**src/rtl/pmc_pkg.sv**
```systemverilog
package pmc_pkg;

  typedef enum logic [2:0] {
    ST_RUN  = 3'd0,
    ST_HALT = 3'd1,
    ST_IDLE = 3'd2,
    ST_STOP = 3'd3,
    ST_REL  = 3'd4,
    ST_OSC  = 3'd5,
    ST_LOCK = 3'd6
  } pm_state_e;

  localparam logic [1:0] PS_IDLE = 2'b01;
  localparam logic [1:0] PS_STOP = 2'b10;

  typedef struct packed {
    logic cpu;
    logic sys;
    logic osc;
    logic busy;
  } clk_ctl_t;

  function automatic clk_ctl_t ctl_of(pm_state_e s);
    clk_ctl_t c;
    unique case (s)
      ST_RUN:  c = '{cpu: 1'b1, sys: 1'b1, osc: 1'b1, busy: 1'b0};
      ST_HALT: c = '{cpu: 1'b0, sys: 1'b1, osc: 1'b1, busy: 1'b0};
      ST_IDLE: c = '{cpu: 1'b0, sys: 1'b0, osc: 1'b1, busy: 1'b0};
      ST_STOP: c = '{cpu: 1'b0, sys: 1'b0, osc: 1'b0, busy: 1'b0};
      default: c = '{cpu: 1'b0, sys: 1'b0, osc: 1'b1, busy: 1'b1};
    endcase
    return c;
  endfunction

endpackage

```
**src/rtl/pmc_wait_cnt.sv**
```systemverilog
module pmc_wait_cnt #(
  parameter int CNT_W = 16
) (
  input  logic             clk,
  input  logic             rst_n,
  input  logic             load,
  input  logic [CNT_W-1:0] load_val,
  input  logic             dec,
  output logic             done
);

  logic [CNT_W-1:0] cnt_q;

  always_ff @(posedge clk or negedge rst_n) begin
    if (!rst_n)                 cnt_q <= '0;
    else if (load)              cnt_q <= load_val;
    else if (dec && cnt_q != '0) cnt_q <= cnt_q - 1'b1;
  end

  assign done = (cnt_q == '0);

endmodule

```
**src/rtl/pmc_seq.sv**
```systemverilog
module pmc_seq
  import pmc_pkg::*;
#(
  parameter int CNT_W = 16
) (
  input  logic             clk,
  input  logic             rst_n,
  input  logic             halt_strobe,
  input  logic             ps_wr,
  input  logic [1:0]       ps_code,
  input  logic             wake,
  input  logic             pll_sel,
  input  logic             ext_clk_sel,
  input  logic             lock_wait_en,
  input  logic [CNT_W-1:0] osc_wait_reload,
  input  logic [CNT_W-1:0] lock_wait_reload,
  output pm_state_e        state_nxt
);

  pm_state_e        state_q;
  logic             need_osc, need_lock;
  logic             cnt_load, cnt_dec, cnt_done;
  logic [CNT_W-1:0] cnt_val;

  assign need_osc  = !ext_clk_sel;
  assign need_lock = pll_sel && lock_wait_en;

  always_comb begin
    state_nxt = state_q;
    cnt_load  = 1'b0;
    cnt_dec   = 1'b0;
    cnt_val   = osc_wait_reload;
    unique case (state_q)
      ST_RUN: begin
        if (ps_wr && ps_code == PS_IDLE)      state_nxt = ST_IDLE;
        else if (ps_wr && ps_code == PS_STOP) state_nxt = ST_STOP;
        else if (halt_strobe)                 state_nxt = ST_HALT;
      end
      ST_HALT, ST_IDLE: if (wake) state_nxt = ST_RUN;
      ST_STOP:          if (wake) state_nxt = ST_REL;
      ST_REL: begin
        if (need_osc) begin
          state_nxt = ST_OSC;
          cnt_load  = 1'b1;
        end else if (need_lock) begin
          state_nxt = ST_LOCK;
          cnt_load  = 1'b1;
          cnt_val   = lock_wait_reload;
        end else begin
          state_nxt = ST_RUN;
        end
      end
      ST_OSC: begin
        if (!cnt_done) begin
          cnt_dec = 1'b1;
        end else if (need_lock) begin
          state_nxt = ST_LOCK;
          cnt_load  = 1'b1;
          cnt_val   = lock_wait_reload;
        end else begin
          state_nxt = ST_RUN;
        end
      end
      ST_LOCK: begin
        if (!cnt_done) cnt_dec = 1'b1;
        else           state_nxt = ST_RUN;
      end
      default: state_nxt = ST_REL;
    endcase
  end

  always_ff @(posedge clk or negedge rst_n) begin
    if (!rst_n) state_q <= ST_REL;
    else        state_q <= state_nxt;
  end

  pmc_wait_cnt #(.CNT_W(CNT_W)) u_wait (
    .clk      (clk),
    .rst_n    (rst_n),
    .load     (cnt_load),
    .load_val (cnt_val),
    .dec      (cnt_dec),
    .done     (cnt_done)
  );

endmodule

```
**src/rtl/pmc_gate.sv**
```systemverilog
module pmc_gate
  import pmc_pkg::*;
(
  input  logic      clk,
  input  logic      rst_n,
  input  pm_state_e state_nxt,
  input  logic      clkout_inhibit,
  output logic      cpu_clk_en,
  output logic      sys_clk_en,
  output logic      osc_en,
  output logic      stab_busy,
  output logic      clkout_en
);

  clk_ctl_t ctl_nxt, ctl_q;

  assign ctl_nxt = ctl_of(state_nxt);

  always_ff @(posedge clk or negedge rst_n) begin
    if (!rst_n) begin
      ctl_q     <= ctl_of(ST_REL);
      clkout_en <= 1'b0;
    end else begin
      ctl_q     <= ctl_nxt;
      clkout_en <= ctl_nxt.sys && !clkout_inhibit;
    end
  end

  assign cpu_clk_en = ctl_q.cpu;
  assign sys_clk_en = ctl_q.sys;
  assign osc_en     = ctl_q.osc;
  assign stab_busy  = ctl_q.busy;

endmodule

```
**src/rtl/pwr_mode_ctrl.sv**
```systemverilog
module pwr_mode_ctrl
  import pmc_pkg::*;
#(
  parameter int NUM_IRQ = 8,
  parameter int CNT_W   = 16
) (
  input  logic               clk,
  input  logic               rst_n,
  input  logic               halt_strobe,
  input  logic               ps_wr,
  input  logic [1:0]         ps_code,
  input  logic [NUM_IRQ-1:0] irq_req,
  input  logic [NUM_IRQ-1:0] irq_mask,
  input  logic               pll_sel,
  input  logic               ext_clk_sel,
  input  logic               lock_wait_en,
  input  logic [CNT_W-1:0]   osc_wait_reload,
  input  logic [CNT_W-1:0]   lock_wait_reload,
  input  logic               clkout_inhibit,
  output logic               cpu_clk_en,
  output logic               sys_clk_en,
  output logic               osc_en,
  output logic               stab_busy,
  output logic               clkout_en
);

  logic      wake_req;
  pm_state_e state_nxt;

  assign wake_req = |(irq_req & ~irq_mask);

  pmc_seq #(.CNT_W(CNT_W)) u_seq (
    .clk              (clk),
    .rst_n            (rst_n),
    .halt_strobe      (halt_strobe),
    .ps_wr            (ps_wr),
    .ps_code          (ps_code),
    .wake             (wake_req),
    .pll_sel          (pll_sel),
    .ext_clk_sel      (ext_clk_sel),
    .lock_wait_en     (lock_wait_en),
    .osc_wait_reload  (osc_wait_reload),
    .lock_wait_reload (lock_wait_reload),
    .state_nxt        (state_nxt)
  );

  pmc_gate u_gate (
    .clk            (clk),
    .rst_n          (rst_n),
    .state_nxt      (state_nxt),
    .clkout_inhibit (clkout_inhibit),
    .cpu_clk_en     (cpu_clk_en),
    .sys_clk_en     (sys_clk_en),
    .osc_en         (osc_en),
    .stab_busy      (stab_busy),
    .clkout_en      (clkout_en)
  );

endmodule

```
**config.mk**
```make
export PLATFORM = sky130hd
export DESIGN_NAME = pwr_mode_ctrl
export DESIGN_NICKNAME = d
export VERILOG_FILES = /design/src/rtl/pmc_pkg.sv /design/src/rtl/pmc_wait_cnt.sv /design/src/rtl/pmc_seq.sv /design/src/rtl/pmc_gate.sv /design/src/rtl/pwr_mode_ctrl.sv
export SDC_FILE = /design/constraint.sdc
export NUM_CORES = 1
export LEC_CHECK = 0
export BUFFER_PORTS_ARGS = -buffer_cell sky130_fd_sc_hd__buf_4
export CORE_MARGIN = 2
export CORE_UTILIZATION = 45
export DETAILED_ROUTE_END_ITERATION = 10
export PLACE_DENSITY = 0.73
export SLEW_MARGIN = 40
export SYNTH_ARGS = -nofsm -noshare
export SYNTH_HDL_FRONTEND = slang
export SYNTH_SLANG_ARGS = --single-unit
export TNS_END_PERCENT = 20
```
**constraint.sdc**
```tcl
create_clock -name clk -period 5 [get_ports clk]
set_clock_uncertainty 0.2 [all_clocks]
set_input_delay 0.25 -clock clk [delete_from_list [all_inputs] [get_ports clk]]
set_output_delay 0.25 -clock clk [all_outputs]
set_load 0.02 [all_outputs]
```
-- Yosys cells after proc, flatten, opt, wreduce, memory -nomap -nowiden
Index checks and enable logic that the tools add are counted.
- register bits after elaboration: 24
- bits of input ports: 58
- output and inout bits: 5
- logic and storage cells: 58
- $add $sub $neg: 1
- eq/ne operators: 11
- muxes and demuxes: 23
- bitwise logic cells: 2
- reduce and logical (&&, ||, !) cells: 14
- operators by type and width (operator ; count):
    two-way mux 16 bit ; 5
    one-hot mux 16 bit (2 select lines) ; 1
    two-way mux 3 bit ; 9
    one-hot mux 3 bit (6 select lines) ; 1
    zero test 16 bit ; 1
    one-hot mux 4 bit (4 select lines) ; 1
    nonzero test 16 bit ; 1
    subtractor 16 x 1 -> 16 bit, second input constant ; 1
    equality test 3 x 2 -> 1 bit, second input constant ; 4
    equality test 3 bit, second input constant ; 3
    bitwise AND 8 bit ; 1
    inverter 8 bit ; 1
    OR reduction 8 bit ; 1
    equality test 3 x 1 -> 1 bit, second input constant ; 2
    zero test 3 bit ; 2
    logical AND 1 bit ; 5
    two-way mux 1 bit ; 5
    OR reduction 2 bit ; 2
    equality test 2 x 1 -> 1 bit, second input constant ; 1
    equality test 2 bit, second input constant ; 1
    one-hot mux 1 bit (2 select lines) ; 1
    nonzero test 2 bit ; 1
    zero test 1 bit ; 1

-- Logic depth before layout (Yosys ltp)
Gate-level depths: netlist of run 1.
- depth in word-level cells: 8
- depth in mapped cells: 9

-- By module
From an unflattened synthesis of run 1, not the netlist that was laid out.
- cells, all modules: 197
- area, all modules: 1810.5 µm²
- modules (own cells, without submodules) (module ; times used ; cells an instance ; area an instance (µm²) ; sequential area each (µm²)):
    pmc_wait_cnt ; 1 ; 124 ; 1054.8 ; 400.4
    pmc_seq ; 1 ; 50 ; 535.5 ; 76.3
    pmc_gate ; 1 ; 10 ; 157.7 ; 127.6
    pwr_mode_ctrl ; 1 ; 13 ; 62.6 ; 0.0

-- Worst setup path after synthesis of run 1
OpenSTA, ideal clock, no wires.
- kind: register -> register
- start point: reg u_seq.u_wait.cnt_q[0]
- end point: reg u_seq.u_wait.cnt_q[1]
- setup time: 0.087 ns
- arrival time: 2.048 ns
- required time: 4.713 ns
- path slack: 2.665 ns
- stages on the path, launching flop included: 8
- path buffers: 0
- clock period less this slack: 2.335 ns
- path through: dfrtp_1 > inv_1 > ha_1 > or4b_4 > nand4bb_1 > nand2_1 > mux2_2 > a22oi_1
- word-level cells in the longest chain between the ends: 5
- ends and longest elaborated chain (what ; line ; source):
    start: declaration ; pmc_wait_cnt.sv:12 ; logic [CNT_W-1:0] cnt_q;
    start signal: assignment ; pmc_wait_cnt.sv:16 ; else if (load) cnt_q <= load_val;
    start signal: assignment ; pmc_wait_cnt.sv:17 ; else if (dec && cnt_q != '0) cnt_q <= cnt_q - 1'b1;
    branches (longest 5 deep; another with subtractor 16 x 1 -> 16 bit) ; -- ;
Several ways; the timed one is not identified. The select of a mux whose other input is x is not followed.
A chain may end at the register's enable or synchronous reset.

==> reports/metrics.cfg, run 1 <==
[run]
drv_cap=0

[cts]
post_cts_buffers=0
worstSkewPairLatency_ns=0.27
cts.path.max_buffers=2
cts.clk_slew.worst_paths_ns=0.09
cts_root_buf=clkbuf_8
cts_made_buffers=3
postCtsResizedCells=0
cts.sinks=24
h-tree-depth=1
tritoncts=built
holdBufCountCts=2

[setup_path]
path_delay_family=simple AND/OR/NAND/NOR gates
endpoint=u_gate.osc_en
cp-startpoint=u_seq.u_wait.cnt_q[0]
reg2reg_from=u_seq.u_wait.cnt_q[0]
critical-path-slowest-cell=and4bb_1
critPathBufInv=1
cp_num_cells=7
crit_type=reg -> reg
endpoint_kind=register
crit_path_cell_trace=inv_1 -> ha_1 -> or4b_4 -> and4bb_1 -> a31oi_4 -> and2_1 -> a32o_1
r2r_end=u_gate.osc_en
required_ns=5.01
max_stage_delay_ns=0.50
reg2reg_depth=7
critPathMaxFanout=17
ff2ff_setup_slack_ns=2.23
crit_arrival_ns=2.77
start_kind=register

[timing]
setup_viol=0
tns_ns=0
max_freq_mhz=362
finalCriticalPeriod_ns=2.77
grt_setup_unrepaired=false
period_share=0.553
hold_viol_final=0
max_slew.worst_pin.slew_ns=0.768
max_slew_margin=0.475
slew_viol_final=0

[finish]
final_nets=314
final_design_area_no_fill_mm2=0.00233
n_antenna_cell=0
syn_to_final_growth_pct=31.8
final_util=0.626
drive_gt1_frac=0.362

[detailed_routing]
drc=0
dr.pass1.iters=4
antenna_violating_nets_post_route=0
via_per_inst=5.64
first_iter_violations=85
vias=1703
routed_wl_um=4270
wl_per_cell_um=14.2

[pwr]
p_clk_frac=0.188
peakVddDrop_mv=0.180
combPwrFrac=0.378
power.switching_mw=0.347
p_seq_frac=0.434
pwr_density_cell_mw_per_mm2=395
p_int_mw=0.573
netSwitchingFraction=0.377
leakagePower_nw=0.924

[synthesis]
synth-seq-area-share=0.342
post_synth.cell_area_avg_um2=9.10
synth-async-reset-ratio=1.00
yosysUniqueCellTypes=54
synth_area_mm2=0.00177
ys_warn_count=0
synth-seq-cells=24
syn-num-nets=253
synth_edf_count=0
synth_ff_type=dfrtp_1
syn-instance-count=194

[die]
die_x_um=66.6
num_rows=22
core_area_mm2=0.00372
initial_core_util=0.475
die-area_mm2=0.00444
io_pins=63
die_h_um=66.6

[placed_design]
portBuffers=62
gp_congestion=0.948
dp_hpwl_um=3290
placed_cell_area_mm2=0.00224

[global_route]
grt_overflow_total=0
grt_start_max_net_pins=29
grtUsageTotal=0.213
first_global_vias=1633
antenna_found_initial=0
grt_pass1_wl_um=7310

[hold_path]
hold_path_class=in -> reg

[run_status]
outcome=completed

worst reg2reg max path, stage by stage (launching register included):
cell and delay [ns]:
dfrtp_1 0.39, inv_1 0.10, ha_1 0.18, or4b_4 0.48, and4bb_1 0.50, a31oi_4 0.33
and2_1 0.30, a32o_1 0.22
power groups by stage:
| stage | sequential, mW | clock [mW] | combinational, mW |
|---|---|---|---|
| after detailed placement | 0.401 | 0 | 0.348 |
| after CTS | 0.397 | 0.177 | 0.351 |
| after global routing | 0.416 | 0.184 | 0.388 |
| after global placement | 0.398 | 0 | 0.342 |
| after floorplan | 0.373 | 0 | 0.255 |
| final | 0.399 | 0.173 | 0.348 |
sequential cells by signal, summed over array words and instances (netlist names):
register,cells
u_seq.state_q,3
u_gate.cpu_clk_en,1
u_gate.osc_en,1
u_gate.clkout_en,1
u_gate.sys_clk_en,1
u_gate.stab_busy,1
u_seq.u_wait.cnt_q,16
layout make-up:
| cell class | instances | area [µm²] |
|---|---|---|
| Clock inverter | 1 | 30.0 |
| Multi-Input combinational cell | 153 | 1070 |
| Clock buffer | 3 | 41.3 |
| Inverter | 8 | 30.0 |
| Tap cell | 48 | 60.1 |
| Timing Repair Buffer | 65 | 493 |
| Fill cell | 348 | 1390 |
| Sequential cell | 24 | 604 |
metal layers:
layer  vias to the layer above  global-route usage  wire, µm
met3                         7              0.0270       285
met5                         -                   0         0
met4                         0              0.0714        61
met2                        57               0.360      1970
met1                       791               0.281      1960
li1                        848                   -         -
synthesized netlist by cell type (all sizes together), types with 3 or more instances:
cell type,number,area (µm²)
nand2,23,86.3
dfrtp,21,526
a21oi,18,124
a22oi,14,120
nor3,12,65.1
nand3,10,50.1
buf,9,62.6
xor2,9,78.8
inv,8,30.0
nor2,8,30.0
nand4,5,31.3
nand4b,4,35.0
nor2b,4,25.0
nor4,4,25.0
xnor2,4,35.0
dfstp,3,78.8
nor3b,3,22.5
stage by stage:
| stage | cells | power [mW] | hold slack, ns | worst slack [ns] |
|---|---|---|---|---|
| after global placement | 296 | 0.740 | -0.0375 | 2.32 |
| after detailed placement | 296 | 0.749 | -0.0310 | 2.25 |
| final | 302 | 0.920 | 0.0177 | 2.23 |
| after global routing | 302 | 0.988 | 0.0227 | 2.07 |
| after CTS | 302 | 0.925 | 0.0115 | 2.23 |
| after floorplan | 194 | 0.628 | -0.246 | 2.67 |
worst min-delay path by stage:
| stage | start | to | slack, ns | cells after the start |
|---|---|---|---|---|
| 6_report | lock_wait_reload[3] | u_seq.u_wait.cnt_q[3] | 0.02 | 3 |
| 3_5_place_dp | rst_n | u_seq.u_wait.cnt_q[2] | -0.03 | 1 |
| 4_1_cts | lock_wait_reload[3] | u_seq.u_wait.cnt_q[3] | 0.01 | 3 |
| 5_1_grt | lock_wait_reload[9] | u_seq.u_wait.cnt_q[9] | 0.02 | 3 |
| 3_3_place_gp | rst_n | u_seq.u_wait.cnt_q[2] | -0.04 | 1 |
| 2_1_floorplan | rst_n | u_gate.clkout_en | -0.25 | 0 |
cell families after synthesis:
logic type / share of synthesized area
DFF: 0.342
muxes: 0.0184
adders and majority gates: 0.00709
AOI/OAI and AO/OA: 0.239
and+or+nand+nor: 0.276
xor gates and xnor gates: 0.0645
buffers and inverters: 0.0524
placed cells by master (no fill, tap or decap), drive strengths merged, types with 2 or more instances in the layout:
cell type    count
and2             2
nor2b            4
nor4             4
or4              2
nor3            12
a22oi           14
a21boi           2
xor2             9
buf             63
dlygate4sd3      2
o21ai            2
xnor2            4
nor3b            3
inv              8
nor4b            2
dfrtp           21
nand2           23
a21oi           18
nor2             8
nand4            5
mux2             2
nand4b           4
dfstp            3
nand3           10
clkbuf           3
(Power assumes the default switching activity.)
==> inputs of run 2 (changes only) <==
ABC_AREA = 1   (was unset)
PLACE_DENSITY = 0.74   (was 0.73)
clock period = 2.4 ns   (was 5 ns; I/O delays follow)
==> run 2 against run 1 <==
The run now ends with hold timing left. Synthesized cell count is 73% higher. Total power grew to 2.7 times the previous value. Critical path depth grew 3. Cell count increased by 56%. Largest power group is now combinational cells. Critical path type unchanged. Global-route usage is 3.3 points higher. Die area is 20% higher. Flip-flop and latch count did not move.
==> reports/metrics.cfg, run 2 <==
[synthesis]
synth_edf_count=0
synth-seq-area-share=0.282
synth_ff_type=dfrtp_1
ys_warn_count=0
synth.area.top_cells=dfrtp_1 25%, nand2_1 18%, nand3_1 13%, nor2_1 8.1%, inv_1 5.6%
yosysUniqueCellTypes=36
syn-num-nets=394
yosysTopAreaCellShare=0.245
synth-async-reset-ratio=1.00
synth.most_common_cell=nand2_1
yosys.area.top_type=dfrtp_1
syn-instance-count=335
synthTopCellsByCount=105 x nand2_1, 54 x nand3_1, 46 x nor2_1
synth_area_mm2=0.00214
synth-seq-cells=24
post_synth.cell_area_avg_um2=6.39

[placed_design]
pre_cts_ws_ns=0.233
dp_hpwl_um=4190
gp_congestion=0.916
dp_cells=445
portBuffers=62

[timing]
setup_viol=0
period_share=0.904
max_slew_margin=0.686
max_slew.worst_pin.slew_ns=0.469
holdWs_ns=-0.00535
tns_ns=0
layout_setup_ws_ns=0.232
hold_viol_final=1
grt_setup_unrepaired=false
max_freq_mhz=461
finalCriticalPeriod_ns=2.17
slew_viol_final=0

[setup_path]
crit_arrival_ns=2.17
endpoint_kind=register
start_kind=register
required_ns=2.40
crit_type=reg -> reg
critPathMaxFanout=23

[finish]
fillers=434
drive_gt1_frac=0.242
layout.cells.non_filler=472
largest_register_ffs=16
n_antenna_cell=0
final_nets=478
top_register=u_seq.u_wait.cnt_q
layout_commonest_cell=nand2_1
final_util=0.623
final_cell_mix=105 x nand2_1, 64 x buf_4, 54 x nand3_1
syn_to_final_growth_pct=35.7
largest_registers=u_seq.u_wait.cnt_q (16), u_seq.state_q (3)

[cts]
worstSkewPairLatency_ns=0.27
cts.clk_slew.worst_paths_ns=0.09
cts_root_buf=clkbuf_8
tritoncts=built
post_cts_buffers=0
cts.path.max_buffers=2
postCtsResizedCells=0
cts_made_buffers=3
cts.sinks=24
h-tree-depth=1
holdBufCountCts=23

[detailed_routing]
via_per_inst=5.13
first_iter_violations=206
drc=0
wl_per_cell_um=12.6
dr.pass1.iters=5
routed_wl_um=5940
antenna_violating_nets_post_route=0
vias=2421

[hold_path]
hold_path_class=in -> reg

[die]
die-area_mm2=0.00533
num_rows=25
core_area_mm2=0.00466
die_h_um=73.0
die_x_um=73.0
io_pins=63
initial_core_util=0.459

[global_route]
grtUsageTotal=0.246
grt_start_max_net_pins=25
grt_pass1_wl_um=10300
first_global_vias=2338
antenna_found_initial=0
grt_overflow_total=0

[pwr]
combPwrFrac=0.526
p_seq_frac=0.329
netSwitchingFraction=0.457
leakagePower_nw=1.50
pwr_density_cell_mw_per_mm2=849
peakVddDrop_mv=0.645
power.switching_mw=1.13
p_int_mw=1.34
p_clk_frac=0.145

[run_status]
violations=hold timing
outcome=finished, violations left

[run]
drv_cap=0

-- run 2: cell types whose count changed after synthesis, sizes merged, moves of 4 or more --
| cell | previous run | this run |
|---|---|---|
| nand2 | 23 | 113 |
| a21oi | 18 | 5 |
| nand3 | 10 | 55 |
| nor4 | 4 | 0 |
| nor3 | 12 | 3 |
| o21ai | 2 | 15 |
| nor2 | 8 | 57 |
| nor2b | 4 | 0 |
| nand4b | 4 | 0 |
| inv | 8 | 37 |
| a22oi | 14 | 0 |
| xor2 | 9 | 1 |
-- run 2: worst paths after layout --
path	from	to	slack (ns)	cells after the start
min reg2reg	u_seq.u_wait.cnt_q[1]	u_seq.u_wait.cnt_q[1]	0.32	2
min	lock_wait_reload[6]	u_seq.u_wait.cnt_q[6]	-0.005	5
min in group asynchronous	rst_n	u_seq.u_wait.cnt_q[14]	0.08	2
max	u_seq.u_wait.cnt_q[0]	u_seq.u_wait.cnt_q[15]	0.23	10
max reg2reg	u_seq.u_wait.cnt_q[0]	u_seq.u_wait.cnt_q[15]	0.23	10
max in group asynchronous	rst_n	u_gate.stab_busy	1.62	2
-- run 2: cells by family (layout without fill, tap and decap cells) --
logic type / after synthesis / after routing / share of synthesized area
mux: 1 / 1 / 0.00468
xor+xnor: 6 / 6 / 0.0245
simple gates: 234 / 234 / 0.504
buf+inv: 45 / 128 / 0.106
flops: 24 / 24 / 0.282
fa+ha+maj: 1 / 1 / 0.00584
compound gates: 24 / 24 / 0.0725
-- run 2: worst max-delay path: stages (launching register included) --
cell and delay, ns:
dfrtp_1 0.40, inv_1 0.10, ha_1 0.29, nand2_4 0.11, nor2_4 0.16, nand3_2 0.12
nand2_4 0.26, inv_2 0.19, nand2_1 0.11, nor2_1 0.04, a21oi_1 0.11
-- run 2: layout make-up --
cell class	count	area, µm²	area share
tap	54	67.6	0.0233
clock inverter	1	30.0	0.0103
inverter	37	141	0.0487
clock buffer	3	41.3	0.0142
sequential	24	604	0.208
timing repair buffer	87	711	0.245
multi-input combinational	266	1310	0.451
-- run 2: power groups by stage --
stage	Clock, mW	Sequential [mW]	Combinational [mW]
2_1_floorplan	0	0.805	0.961
3_3_place_gp	0	0.811	1.24
3_5_place_dp	0	0.812	1.26
4_1_cts	0.371	0.805	1.30
5_1_grt	0.389	0.834	1.50
6_report	0.357	0.812	1.30
-- run 2: stage by stage --
step / instance area [µm²] / total power [mW]
finish: 2910 / 2.47
floorplan: 2140 / 1.77
global route: 2910 / 2.72
detailed placement: 2600 / 2.07
global placement: 2600 / 2.05
CTS: 2910 / 2.47
-- run 2: metal layers --
layer	track usage	up-vias	part of all wire
met5	0	-	0
met4	0.0802	0	0.017
met3	0.0428	10	0.045
met2	0.408	77	0.51
met1	0.325	1107	0.43
li1	-	1227	-
